**src/rtl/bseq_pkg.sv**
```systemverilog
// Package: shared constants and the beat-order mixing function for the
// burst address sequencer. Assumes a power-of-two burst length.
package bseq_pkg;

    localparam int BURST_LEN = 4;
    localparam int BEAT_W    = $clog2(BURST_LEN);

    typedef logic [BEAT_W-1:0] beat_t;

    typedef enum logic {
        ORD_LINEAR     = 1'b0,
        ORD_INTERLEAVE = 1'b1
    } order_e;

    // Map a start offset and beat number to the low address bits.
    function automatic beat_t mix_beat(input beat_t start_lo, input beat_t beat, input order_e ord);
        beat_t res;
        if (ord == ORD_INTERLEAVE) begin
            res = start_lo ^ beat;
        end else begin
            res = start_lo + beat;
        end
        return res;
    endfunction

endpackage

```
**src/rtl/bseq_beat_ctr.sv**
```systemverilog
// Module: bseq_beat_ctr
// Beat counter for one burst. It clears on reset or load, and steps by one
// when the active-low advance input is low. Load has priority over advance.
// Assumes the counter width is given by the package beat type (wraps
// naturally modulo the burst length).
module bseq_beat_ctr
    import bseq_pkg::*;
(
    input  logic  clk,
    input  logic  rst_n,
    input  logic  load,
    input  logic  adv_n,
    output beat_t beat
);

    beat_t beat_q;

    // Purpose: clear on reset/load, step on advance, otherwise hold.
    always_ff @(posedge clk) begin
        if (!rst_n) begin
            beat_q <= '0;
        end else if (load) begin
            beat_q <= '0;
        end else if (!adv_n) begin
            beat_q <= beat_q + beat_t'(1);
        end
    end

    assign beat = beat_q;

endmodule

```
**src/rtl/bseq_base_reg.sv**
```systemverilog
// Module: bseq_base_reg
// Holds the burst start address captured from the external bus on load.
// Assumes the address is at least BEAT_W + 1 bits wide. Nothing but reset
// and load alters the stored value.
module bseq_base_reg #(
    parameter int AW = 18
) (
    input  logic          clk,
    input  logic          rst_n,
    input  logic          load,
    input  logic [AW-1:0] addr_in,
    output logic [AW-1:0] base
);

    logic [AW-1:0] base_q;

    // Purpose: capture the external start address on a load strobe.
    always_ff @(posedge clk) begin
        if (!rst_n) begin
            base_q <= '0;
        end else if (load) begin
            base_q <= addr_in;
        end
    end

    assign base = base_q;

endmodule

```
**src/rtl/bseq_order_mix.sv**
```systemverilog
// Module: bseq_order_mix
// Combinational address former. The upper bits pass straight from the stored
// base. The low bits come from the base low bits and the beat number in the
// selected order. Assumes AW > BEAT_W.
module bseq_order_mix
    import bseq_pkg::*;
#(
    parameter int AW = 18
) (
    input  logic [AW-1:0] base,
    input  beat_t         beat,
    input  logic          order_il,
    output logic [AW-1:0] addr
);

    localparam int HI_W = AW - BEAT_W;

    beat_t  low_bits;
    order_e ord;

    assign ord = order_e'(order_il);

    // Purpose: select the low address bits for this beat in the chosen order.
    always_comb begin
        low_bits = mix_beat(base[BEAT_W-1:0], beat, ord);
    end

    // Purpose: join the frozen upper bits with the generated low bits.
    always_comb begin
        addr = {base[AW-1 -: HI_W], low_bits};
    end

endmodule

```
**src/rtl/burst_addr_seq.sv**
```systemverilog
// Module: burst_addr_seq (top)
// Four-beat burst address sequencer. The start address is captured on load,
// the two low bits are generated internally, and the order (interleaved or
// linear) is selected by order_il. Synchronous active-low reset. Assumes
// order_il is held steady within a burst when a consistent order is wanted.
module burst_addr_seq #(
    parameter int AW = 18
) (
    input  logic          clk,
    input  logic          rst_n,
    input  logic          load,
    input  logic          adv_n,
    input  logic          order_il,
    input  logic [AW-1:0] addr_in,
    output logic [AW-1:0] addr_out
);

    import bseq_pkg::*;

    logic [AW-1:0] base;
    beat_t         beat;

    bseq_base_reg #(.AW(AW)) u_base (
        .clk     (clk),
        .rst_n   (rst_n),
        .load    (load),
        .addr_in (addr_in),
        .base    (base)
    );

    bseq_beat_ctr u_ctr (
        .clk   (clk),
        .rst_n (rst_n),
        .load  (load),
        .adv_n (adv_n),
        .beat  (beat)
    );

    bseq_order_mix #(.AW(AW)) u_mix (
        .base     (base),
        .beat     (beat),
        .order_il (order_il),
        .addr     (addr_out)
    );

endmodule

```
**config.mk**
```make
export PLATFORM = sky130hd
export DESIGN_NAME = burst_addr_seq
export DESIGN_NICKNAME = d
export VERILOG_FILES = /design/src/rtl/bseq_pkg.sv /design/src/rtl/bseq_beat_ctr.sv /design/src/rtl/bseq_base_reg.sv /design/src/rtl/bseq_order_mix.sv /design/src/rtl/burst_addr_seq.sv
export SDC_FILE = /design/constraint.sdc
export NUM_CORES = 1
export LEC_CHECK = 0
export BUFFER_PORTS_ARGS = -buffer_cell sky130_fd_sc_hd__buf_2
export CAP_MARGIN = 20
export CORE_MARGIN = 1
export CORE_UTILIZATION = 45
export CTS_BUF_LIST = sky130_fd_sc_hd__clkbuf_4 sky130_fd_sc_hd__clkbuf_8 sky130_fd_sc_hd__clkbuf_16
export DETAILED_ROUTE_END_ITERATION = 16
export PLACE_DENSITY = 0.77
export SKIP_LAST_GASP = 1
export SLEW_MARGIN = 0
export SYNTH_ARGS = -nofsm -noshare
export SYNTH_HDL_FRONTEND = slang
export SYNTH_SLANG_ARGS = --single-unit
```
**constraint.sdc**
```tcl
create_clock -name clk -period 1.14 [get_ports clk]
set_input_delay 0.171 -clock clk [delete_from_list [all_inputs] [get_ports clk]]
set_output_delay 0.171 -clock clk [all_outputs]
set_load 0.05 [all_outputs]
```
---- After elaboration in Yosys (flattened, before gate mapping) ----
Index checks and enable logic that the tools add are counted.
word-level totals
  output and inout port bits .............. 18
  word-level logic and storage cells ...... 8
  input bits .............................. 23
  bits in registers ....................... 20
operators by class
  multiplexer cells ....................... 1
  bitwise logic cells ..................... 2
  $add $sub $neg .......................... 2
  reductions and logical operators ........ 1
operators with widths
  cell                                                           count
  2-bit by 1-bit adder with 2-bit output, second input constant  1
  2-bit adder                                                    1
  2-bit 2-to-1 mux                                               1
  2-bit OR reduction                                             1
  2-bit bitwise XOR                                              1
  1-bit inverter                                                 1

---- Longest topological paths before layout ----
Gate-level depths: netlist (run 1).
  depth in word-level cells ............... 2
  depth in mapped cells ................... 4
  depth with buffers taken out ............ 3

---- Modules after synthesis ----
Synthesis (run 1) repeated with hierarchy kept, for this count alone.
unflattened totals
  cells, all modules ...................... 85
  area, all modules ....................... 930.9 um^2
modules (own cells, without submodules)
  module          times used  area an instance (um^2)  seq. area each (um^2)  cells an instance
  bseq_base_reg   1           688.2                    360.3                  57
  bseq_order_mix  1           156.4                    0.0                    20
  bseq_beat_ctr   1           86.3                     40.0                   8

---- Worst setup path after synthesis (run 1) ----
No wires, ideal clock.
  kind .................................... flip-flop to output port
  start ................................... register u_base.base_q[0] (netlist: u_base.base[0])
  end ..................................... output addr_out[1]
  cell stages (with the launch flop) ...... 4
  path buffers ............................ 0
  required time ........................... 969 ps
  slack ................................... -446 ps
  arrival time ............................ 1415 ps
  cell sequence ........................... dfxtp_1 -> ha_1 -> nor2b_1 -> xnor2_1
on the way
  word-level cells in the longest chain between the ends .. 2
ends and longest elaborated chain
  what                    RTL line              text
  start, declared         bseq_base_reg.sv:15   logic [AW-1:0] base_q;
  start signal, assigned  bseq_base_reg.sv:22   base_q <= addr_in;
  2-bit adder             bseq_pkg.sv:21        res = start_lo + beat;
  2-bit 2-to-1 mux        bseq_pkg.sv:18        if (ord == ORD_INTERLEAVE) begin
  end, declared           burst_addr_seq.sv:15  output logic [AW-1:0] addr_out
Every way passes these cells.

---- Worst setup path after layout (run 1) ----
  start ................................... register u_ctr.beat_q[0] (netlist: u_ctr.beat[0])
  end ..................................... output addr_out[1]
on the way
  word-level cells in the longest chain between the ends .. 2
ends and longest elaborated chain
  what                    RTL line             text
  start, declared         bseq_beat_ctr.sv:16  beat_t beat_q;
  start signal, assigned  bseq_beat_ctr.sv:25  beat_q <= beat_q + beat_t'(1);
  2-bit adder             bseq_pkg.sv:21
  2-bit 2-to-1 mux        bseq_pkg.sv:18
Every way passes these cells.

==> results of run 1 <==
routing by layer:
metal	wire length [um]	GRT usage, %	up-vias	part of all wire (%)
met5	0	0	-	0
met4	8	6.67	0	0.53
met3	92	3.40	2	6.1
met2	753	22.2	24	50
met1	652	14.8	259	43
li1	-	-	314	-
logic make-up after synthesis:
group                    Yosys count  share of synthesized area [%]
flip-flops                        20                           42.8
AND/OR/NAND/NOR                   24                           17.0
XOR/XNOR                           3                           2.81
adder cells (fa/ha/maj)            1                           1.34
buffers and inverters             19                           16.7
multiplexers                      18                           19.3
path summary, 6_finish.rpt:
kind,start,endpoint
max,u_ctr.beat[0],addr_out[1]
min,addr_in[6],u_base.base[6]
max reg2reg,u_ctr.beat[0],u_ctr.beat[1]
min reg2reg,u_base.base[2],u_base.base[2]
through the flow:
step                instances  setup TNS, ps  hold slack, ps
floorplan                  85              0             299
global placement          137          -47.2             425
detailed placement        137           -123             436
CTS                       140           -427             117
global route              140           -500             122
finish                    140           -383             129
cells in the final DEF, fill, tap and decap left out:
cell	count
nor3_2	1
mux2i_1	18
xnor2_1	2
buf_4	3
buf_8	1
clkbuf_4	3
nor2b_1	20
nor2_1	1
xnor2_4	1
dfxtp_2	2
ha_4	1
buf_2	38
buf_6	1
nor2b_4	1
buf_12	1
nand2b_4	1
dfxtp_1	18
worst max-delay path, delay by kind of cell, from the launching register on:
kind,cells,cell delay (ps)
simple gates,1,190
fa+ha+maj,1,130
buf+inv,1,170
flops,1,370
xor+xnor,1,130
repair_timing:
item                                    4_1_cts  5_1_grt
hold buffers                                  0        0
gates resized for setup                       9        0
pin swaps                                     2        0
endpoints found under the setup margin        2        2
area by class of cell:
class / count / share of cell area, %
timing repair buffer: 44 / 22.8
clock buffer: 3 / 1.98
tap: 27 / 2.98
sequential: 20 / 35.5
multi-input combinational: 46 / 36.7
registers in the layout, summed over array words and instances (netlist names):
register	flops
u_base.base	18
u_ctr.beat	2
power by group through the flow:
stage	clock network [mW]	registers (mW)	logic [mW]
floorplan	0	0.770	0.307
global placement	0	0.771	0.346
detailed placement	0	0.774	0.351
CTS	0.338	0.761	0.368
global route	0.370	0.766	0.388
finish	0.316	0.761	0.364
==> results.sh, run 1 <==
export IMPL_combPwrFrac_pct=25.3
export IMPL_core_area_sq_um=1960
export IMPL_hold_class="in -> reg"
export IMPL_hold_viol=0
export IMPL_antenna_found_initial=0
export IMPL_rsz0062_at_grt="true"
export IMPL_ios=41
export IMPL_ir_drop_uv=900
export IMPL_grt_overflow=0
export IMPL_yosys_top_cells_area="dfxtp_1 (43%), mux2i_1 (19%), nor2b_1 (14%)"
export IMPL_maxCapViolations=0
export IMPL_synth_cell_types=12
export IMPL_seq_area_sq_um=403
export IMPL_synth_edff_count=0
export IMPL_post_route_period_util_pct=127
export IMPL_fin_util_pct=57.8
export IMPL_final_area_sq_um=1130
export IMPL_run_status="complete, but fails checks"
export IMPL_synth_top_area_share_pct=42.8
export IMPL_synthTopCellsByCount="nor2b_1 (21), dfxtp_1 (20), mux2i_1 (18), buf_4 (16), xnor2_1 (3)"
export IMPL_fin_crit_ps=1450
export IMPL_crit_required_ps=970
export IMPL_final_max_slew_viol_count=0
export IMPL_grt_util_all_layers_pct=13.0
export IMPL_p_seq_share_pct=52.8
export IMPL_power_mw=1.44
export IMPL_cts_max_path_buffers=2
export IMPL_routedWlPerCell_um=10.8
export IMPL_startpoint_type="flip-flop"
export IMPL_fin_nets=139
export IMPL_slowest_stage="dfxtp_2"
export IMPL_htreeDepth=1
export IMPL_cts_setup_buffers=0
export IMPL_synthesis_nets=109
export IMPL_max_slew_margin_rel_pct=80.1
export IMPL_ff2ff_path_depth=4
export IMPL_cpPeakStageDelay_ps=370
export IMPL_drive_above_1_share_pct=47.8
export IMPL_crit_chain="ha_4 -> nor2b_4 -> xnor2_4 -> buf_6"
export IMPL_ys_seq_area_share_pct=42.8
export IMPL_die_area_sq_um=2260
export IMPL_place_worst_setup_slack_ps=-123
export IMPL_viasPerCell=4.28
export IMPL_ys_flop_type="dfxtp_1"
export IMPL_first_pass_iters=2
export IMPL_die_x_um=47.6
export IMPL_switchingPower_uw=436
export IMPL_num_rows=16
export IMPL_cp_max_fo=2
export IMPL_grt_max_degree=20
export IMPL_die_h_um=47.6
export IMPL_io_buffers=40
export IMPL_numCtsBuffers=3
export IMPL_drc_errors=0
export IMPL_setup_viol=2
export IMPL_ff2ff_setup_slack_ps=130
export IMPL_netlist_area_sq_um=935
export IMPL_routabilityCongestion=0.600
export IMPL_end_kind="primary output"
export IMPL_switching_share_pct=30.3
export IMPL_critPathArrivalTime_ps=1280
export IMPL_antenna_left=0
export IMPL_syn_inst=85
export IMPL_fin_skew_ps=0.275
export IMPL_setup_ws_ps=-307
export IMPL_post_dp_hpwl_um=1090
export IMPL_max_freq_ghz=0.691
export IMPL_whs_path_depth=3
export IMPL_multi_input_area_sq_um=417
export IMPL_ys_warnings_count=0
export IMPL_tritoncts="done"
export IMPL_grt_pass1_wl_um=2000
export IMPL_num_fill_cells=189
export IMPL_cts_clk_slew_worst_paths_ps=100
export IMPL_synth_largest_area_cell="dfxtp_1"
export IMPL_dr_first_iter_drc_count=1
export IMPL_intPower_mw=1.00
export IMPL_yosys_register_bits=20
export IMPL_area_growth_pct=21.4
export IMPL_dr_total_vias=599
export IMPL_violations="negative setup slack"
export IMPL_power_share_clock_pct=21.9
export IMPL_syn_area_per_cell_sq_um=11.0
export IMPL_start_util_pct=47.6
export IMPL_cts_sinks=20
export IMPL_yosysMostFrequentCell="nor2b_1"
export IMPL_grt_pass1_vias=490
export IMPL_p_per_area_nw_per_um2=1270
export IMPL_tightestPinTransition_ps=298
export IMPL_placed_area_sq_um=1080
export IMPL_synthArstFlopShare_pct=0
export IMPL_p_leak_nw=0.561
export IMPL_setup_worst_path_class="reg -> out"
export IMPL_totalWireLength_um=1510
export IMPL_root_buffer="clkbuf_4"
export IMPL_diodes=0
export IMPL_clock_latency_ps=290
(Power assumes the default switching activity.)
==> inputs of run 2 (changes only) <==
--- a/config.mk
+++ b/config.mk
@@ -7,11 +7,12 @@
 export LEC_CHECK = 0
 export BUFFER_PORTS_ARGS = -buffer_cell sky130_fd_sc_hd__buf_2
 export CAP_MARGIN = 20
-export CORE_MARGIN = 1
+export CORE_MARGIN = 2
 export CORE_UTILIZATION = 45
 export CTS_BUF_LIST = sky130_fd_sc_hd__clkbuf_4 sky130_fd_sc_hd__clkbuf_8 sky130_fd_sc_hd__clkbuf_16
 export DETAILED_ROUTE_END_ITERATION = 16
 export PLACE_DENSITY = 0.77
+export SKIP_CTS_REPAIR_TIMING = 1
 export SKIP_LAST_GASP = 1
 export SLEW_MARGIN = 0
 export SYNTH_ARGS = -nofsm -noshare
==> run 2 against run 1 <==
The run still ends with negative setup slack left. Worst setup slack better by 24 ps. Routed wire length is 5.7% lower. Largest cell class unchanged. Clock skew barely moved. Worst hold slack improved by 6.7 ps. Global-route usage grew 0.24 points. Maximum frequency grew 1.7%. Flip-flop and latch count unchanged. Critical path depth stayed put. Clock-buffer cell count rose by 1.
==> results.sh, run 2 (synthesis results as in run 1) <==
export IMPL_run_status="complete, but fails checks"
export IMPL_violations="negative setup slack"
export IMPL_post_dp_hpwl_um=1060
export IMPL_die_h_um=49.6
export IMPL_grt_util_all_layers_pct=13.2
export IMPL_crit_family="flip-flops"
export IMPL_htreeDepth=1
export IMPL_combPwrFrac_pct=24.1
export IMPL_antenna_found_initial=0
export IMPL_seq_area_sq_um=403
export IMPL_totalWireLength_um=1420
export IMPL_route_met2_wl_um=603
export IMPL_viasPerCell=4.25
export IMPL_area_growth_pct=22.9
export IMPL_first_pass_iters=1
export IMPL_ios=41
export IMPL_path_buf_inv=1
export IMPL_max_freq_ghz=0.703
export IMPL_p_leak_nw=0.568
export IMPL_root_buffer="clkbuf_4"
export IMPL_maxCapViolations=0
export IMPL_startpoint_type="flip-flop"
export IMPL_die_area_sq_um=2460
export IMPL_core_area_sq_um=1960
export IMPL_antenna_left=0
export IMPL_setup_worst_path_class="reg -> out"
export IMPL_io_buffers=40
export IMPL_ir_drop_uv=694
export IMPL_grt_pass1_wl_um=2480
export IMPL_post_route_period_util_pct=125
export IMPL_place_worst_setup_slack_ps=-95.3
export IMPL_slowest_stage="dfxtp_2"
export IMPL_fin_skew_ps=0.0619
export IMPL_setup_ws_ps=-283
export IMPL_clock_latency_ps=290
export IMPL_switching_share_pct=28.8
export IMPL_dr_total_vias=599
export IMPL_num_rows=16
export IMPL_dr_first_iter_drc_count=0
export IMPL_cp_max_fo=2
export IMPL_cts_sinks=20
export IMPL_tightestPinTransition_ps=295
export IMPL_setup_viol=2
export IMPL_diodes=0
export IMPL_met3_length_um=148
export IMPL_critPathArrivalTime_ps=1250
export IMPL_hold_viol=0
export IMPL_dp_cells=137
export IMPL_tritoncts="done"
export IMPL_power_share_clock_pct=25.6
export IMPL_final_common_cell="buf_2"
export IMPL_multi_input_area_sq_um=417
export IMPL_fin_crit_ps=1420
export IMPL_cpPeakStageDelay_ps=370
export IMPL_rsz0062_at_grt="true"
export IMPL_numCtsBuffers=3
export IMPL_power_mw=1.51
export IMPL_drc_errors=0
export IMPL_cts_clk_slew_worst_paths_ps=100
export IMPL_grt_max_degree=20
export IMPL_routedWlPerCell_um=10.1
export IMPL_grt_pass1_vias=595
export IMPL_fin_nets=139
export IMPL_p_per_area_nw_per_um2=1320
export IMPL_cts_max_path_buffers=2
export IMPL_routabilityCongestion=0.588
export IMPL_largest_reg_flops=18
export IMPL_final_cell_mix="buf_2 (38), nor2b_1 (20), mux2i_1 (18), dfxtp_1 (18)"
export IMPL_intPower_mw=1.08
export IMPL_end_kind="primary output"
export IMPL_hold_class="in -> reg"
export IMPL_num_fill_cells=185
export IMPL_final_max_slew_viol_count=0
export IMPL_die_x_um=49.6
export IMPL_top_layer_used="met4"
export IMPL_stdcell_count=141
export IMPL_grt_overflow=0
export IMPL_final_area_sq_um=1150
export IMPL_max_slew_margin_rel_pct=80.3
export IMPL_start_util_pct=47.6
export IMPL_switchingPower_uw=436
export IMPL_drive_above_1_share_pct=48.2
export IMPL_crit_required_ps=970
export IMPL_crit_chain="ha_4 -> nor2b_4 -> xnor2_4 -> buf_6"
export IMPL_placed_area_sq_um=1080
export IMPL_routedLengthMet1_um=657
export IMPL_p_seq_share_pct=50.2
export IMPL_holdWs_ps=136
-- run 2: changes by cell type in the layout (fill, tap and decap cells not counted), sizes merged --
cell	before	now
clkbuf	3	4
-- run 2: tightest hold or removal path, stage by stage --
cell,delay [ps]
buf_2,70
mux2i_1,60
nor2b_1,90
-- run 2: path summary, 6_finish.rpt --
path	cells after the start	start	slack, ps	endpoint
setup reg to reg	4	u_ctr.beat[0]	120	u_ctr.beat[1]
hold reg to reg	2	u_base.base[17]	530	u_base.base[17]
hold / removal	3	addr_in[7]	140	u_base.base[7]
setup / recovery	4	u_base.base[0]	-280	addr_out[1]
-- run 2: final cells by class --
cell class	instances	share of cell area, %
Sequential cell	20	35.1
Tap cell	27	2.94
Clock buffer	4	3.16
Timing Repair Buffer	44	22.5
Multi-Input combinational cell	46	36.3
-- run 2: power groups by stage --
stage	Sequential, mW	Clock [mW]	Combinational (mW)
floorplan	0.770	0	0.307
global placement	0.771	0	0.346
detailed placement	0.772	0	0.352
CTS	0.757	0.409	0.352
global route	0.766	0.456	0.388
finish	0.759	0.388	0.365
-- run 2: routing by layer --
| layer | GRT usage [%] | vias up |
|---|---|---|
| li1 | - | 314 |
| met1 | 16.6 | 253 |
| met2 | 20.4 | 30 |
| met3 | 3.64 | 2 |
| met4 | 6.94 | 0 |
| met5 | 0 | - |
-- run 2: metrics by stage --
stage | util (%) | TNS [ps]
6_report | 58.5 | -350
5_1_grt | 58.5 | -475
4_1_cts | 57.0 | -625
3_5_place_dp | 55.1 | -95.3
3_3_place_gp | 55.1 | -46.8
2_1_floorplan | - | 0
==> inputs of run 3 (changes only) <==
--- a/config.mk
+++ b/config.mk
@@ -7,11 +7,13 @@
 export LEC_CHECK = 0
 export BUFFER_PORTS_ARGS = -buffer_cell sky130_fd_sc_hd__buf_2
 export CAP_MARGIN = 20
+export CELL_PAD_IN_SITES_DETAIL_PLACEMENT = 1
+export CELL_PAD_IN_SITES_GLOBAL_PLACEMENT = 2
 export CORE_MARGIN = 2
-export CORE_UTILIZATION = 45
+export CORE_UTILIZATION = 27
 export CTS_BUF_LIST = sky130_fd_sc_hd__clkbuf_4 sky130_fd_sc_hd__clkbuf_8 sky130_fd_sc_hd__clkbuf_16
 export DETAILED_ROUTE_END_ITERATION = 16
-export PLACE_DENSITY = 0.77
+export PLACE_DENSITY_LB_ADDON = 0.1
 export SKIP_CTS_REPAIR_TIMING = 1
 export SKIP_LAST_GASP = 1
 export SLEW_MARGIN = 0
==> run 3 against run 2 <==
The flow still finishes with violations (negative setup slack). First-iteration DRC count unchanged. Worst hold slack better by 1.5 ps. Worst setup slack better by 4.9 ps. Flip-flop and latch count unchanged. Maximum frequency up 0.34%. Global-route usage decreased by 3.3 points. Highest routed layer unchanged.
==> results.sh, run 3 (synthesis results as in run 1) <==
export IMPL_run_status="complete, but fails checks"
export IMPL_violations="negative setup slack"
export IMPL_antenna_left=0
export IMPL_max_freq_ghz=0.705
export IMPL_path_buf_inv=1
export IMPL_tightestPinTransition_ps=318
export IMPL_viasPerCell=3.93
export IMPL_dr_total_vias=628
export IMPL_p_per_area_nw_per_um2=1250
export IMPL_hold_class="in -> reg"
export IMPL_fin_crit_ps=1420
export IMPL_drive_above_1_share_pct=47.4
export IMPL_cts_clk_slew_worst_paths_ps=100
export IMPL_ios=41
export IMPL_critPathArrivalTime_ps=1250
export IMPL_die_x_um=62.8
export IMPL_area_growth_pct=24.1
export IMPL_htreeDepth=1
export IMPL_core_area_sq_um=3340
export IMPL_ir_drop_uv=453
export IMPL_crit_chain="ha_1 -> nor2b_4 -> xnor2_4 -> buf_6"
export IMPL_antenna_found_initial=0
export IMPL_start_util_pct=28.0
export IMPL_fin_nets=140
export IMPL_cts_sinks=20
export IMPL_num_fill_cells=406
export IMPL_setup_viol=2
export IMPL_grt_pass1_vias=667
export IMPL_totalWireLength_um=1760
export IMPL_routedWlPerCell_um=11.0
export IMPL_diodes=0
export IMPL_grt_util_all_layers_pct=9.85
export IMPL_hold_viol=0
export IMPL_grt_max_degree=20
export IMPL_ff2ff_setup_slack_ps=90
export IMPL_end_kind="primary output"
export IMPL_first_pass_iters=1
export IMPL_final_cell_mix="buf_2 (34), nor2b_1 (20), mux2i_1 (18), dfxtp_1 (18), clkbuf_4 (7)"
export IMPL_final_max_slew_viol_count=0
export IMPL_p_leak_nw=0.566
export IMPL_cpPeakStageDelay_ps=340
export IMPL_crit_required_ps=970
export IMPL_post_route_period_util_pct=124
export IMPL_setup_tns_ps=-382
export IMPL_numCtsBuffers=3
export IMPL_io_buffers=40
export IMPL_crit_family="flip-flops"
export IMPL_largest_reg_flops=18
export IMPL_setup_ws_ps=-278
export IMPL_clock_latency_ps=290
export IMPL_slowest_stage="dfxtp_2"
export IMPL_final_common_cell="buf_2"
export IMPL_die_h_um=62.8
export IMPL_maxCapViolations=0
export IMPL_max_slew_margin_rel_pct=78.8
export IMPL_tritoncts="done"
export IMPL_post_dp_hpwl_um=1300
export IMPL_routabilityCongestion=0.618
export IMPL_power_mw=1.44
export IMPL_setup_worst_path_class="reg -> out"
export IMPL_grt_overflow=0
export IMPL_startpoint_type="flip-flop"
export IMPL_cts_max_path_buffers=2
export IMPL_num_rows=21
export IMPL_cp_max_fo=2
export IMPL_fin_skew_ps=0.144
export IMPL_rsz0062_at_grt="true"
export IMPL_grt_pass1_wl_um=3020
export IMPL_drc_errors=0
export IMPL_die_area_sq_um=3950
export IMPL_dr_first_iter_drc_count=0
export IMPL_root_buffer="clkbuf_4"
## run 3: cell types whose count changed in the layout (fill, tap and decap cells not counted), sizes merged
cell,before,now
clkbuf,4,7
buf,44,41
## run 3: final cells by class
type / instances / area (sq um) / share of cell area (%)
clock buffer: 3 / 22.5 / 1.94
multi-input combinational: 46 / 404 / 34.8
sequential: 20 / 403 / 34.7
tap: 46 / 57.6 / 4.96
timing repair buffer: 45 / 273 / 23.5
## run 3: per-layer routing
metal	vias up	routed length [um]	global-route usage [%]
li1	316	-	-
met1	286	770	11.3
met2	24	855	16.4
met3	2	122	2.52
met4	0	15	5.83
met5	-	0	0
## run 3: path summary, 6_finish.rpt
| kind | start | endpoint | cells after the start |
|---|---|---|---|
| setup / recovery | u_ctr.beat[0] | addr_out[1] | 4 |
| hold / removal | addr_in[8] | u_base.base[8] | 3 |
| setup reg to reg | u_ctr.beat[0] | u_ctr.beat[1] | 5 |
| hold reg to reg | u_base.base[0] | u_base.base[0] | 2 |
## run 3: stage by stage
step	hold WS, ps	std cells	util [%]	worst slack [ps]	cell area (sq um)
2_1_floorplan	299	85	-	4.51	961
3_3_place_gp	430	156	33.1	-47.0	1100
3_5_place_dp	443	156	33.1	-102	1100
4_1_cts	120	159	33.8	-455	1130
5_1_grt	121	160	34.8	-363	1160
6_report	137	160	34.8	-278	1160
## run 3: worst register-to-register path: cells and delay by family (launching register included)
kind,cells,cell delay [ps]
xor gates and xnor gates,1,150
buffers and inverters,2,190
DFF,1,340
and+or+nand+nor,2,270
## run 3: power breakdown
| part | total (mW) | switching [mW] | leakage (nW) | internal [mW] |
|---|---|---|---|---|
| clock | 0.319 | 0.196 | 0.0138 | 0.123 |
| combinational | 0.368 | 0.225 | 0.386 | 0.142 |
| sequential | 0.758 | 0.0191 | 0.166 | 0.739 |
| total | 1.44 | 0.440 | 0.566 | 1.00 |
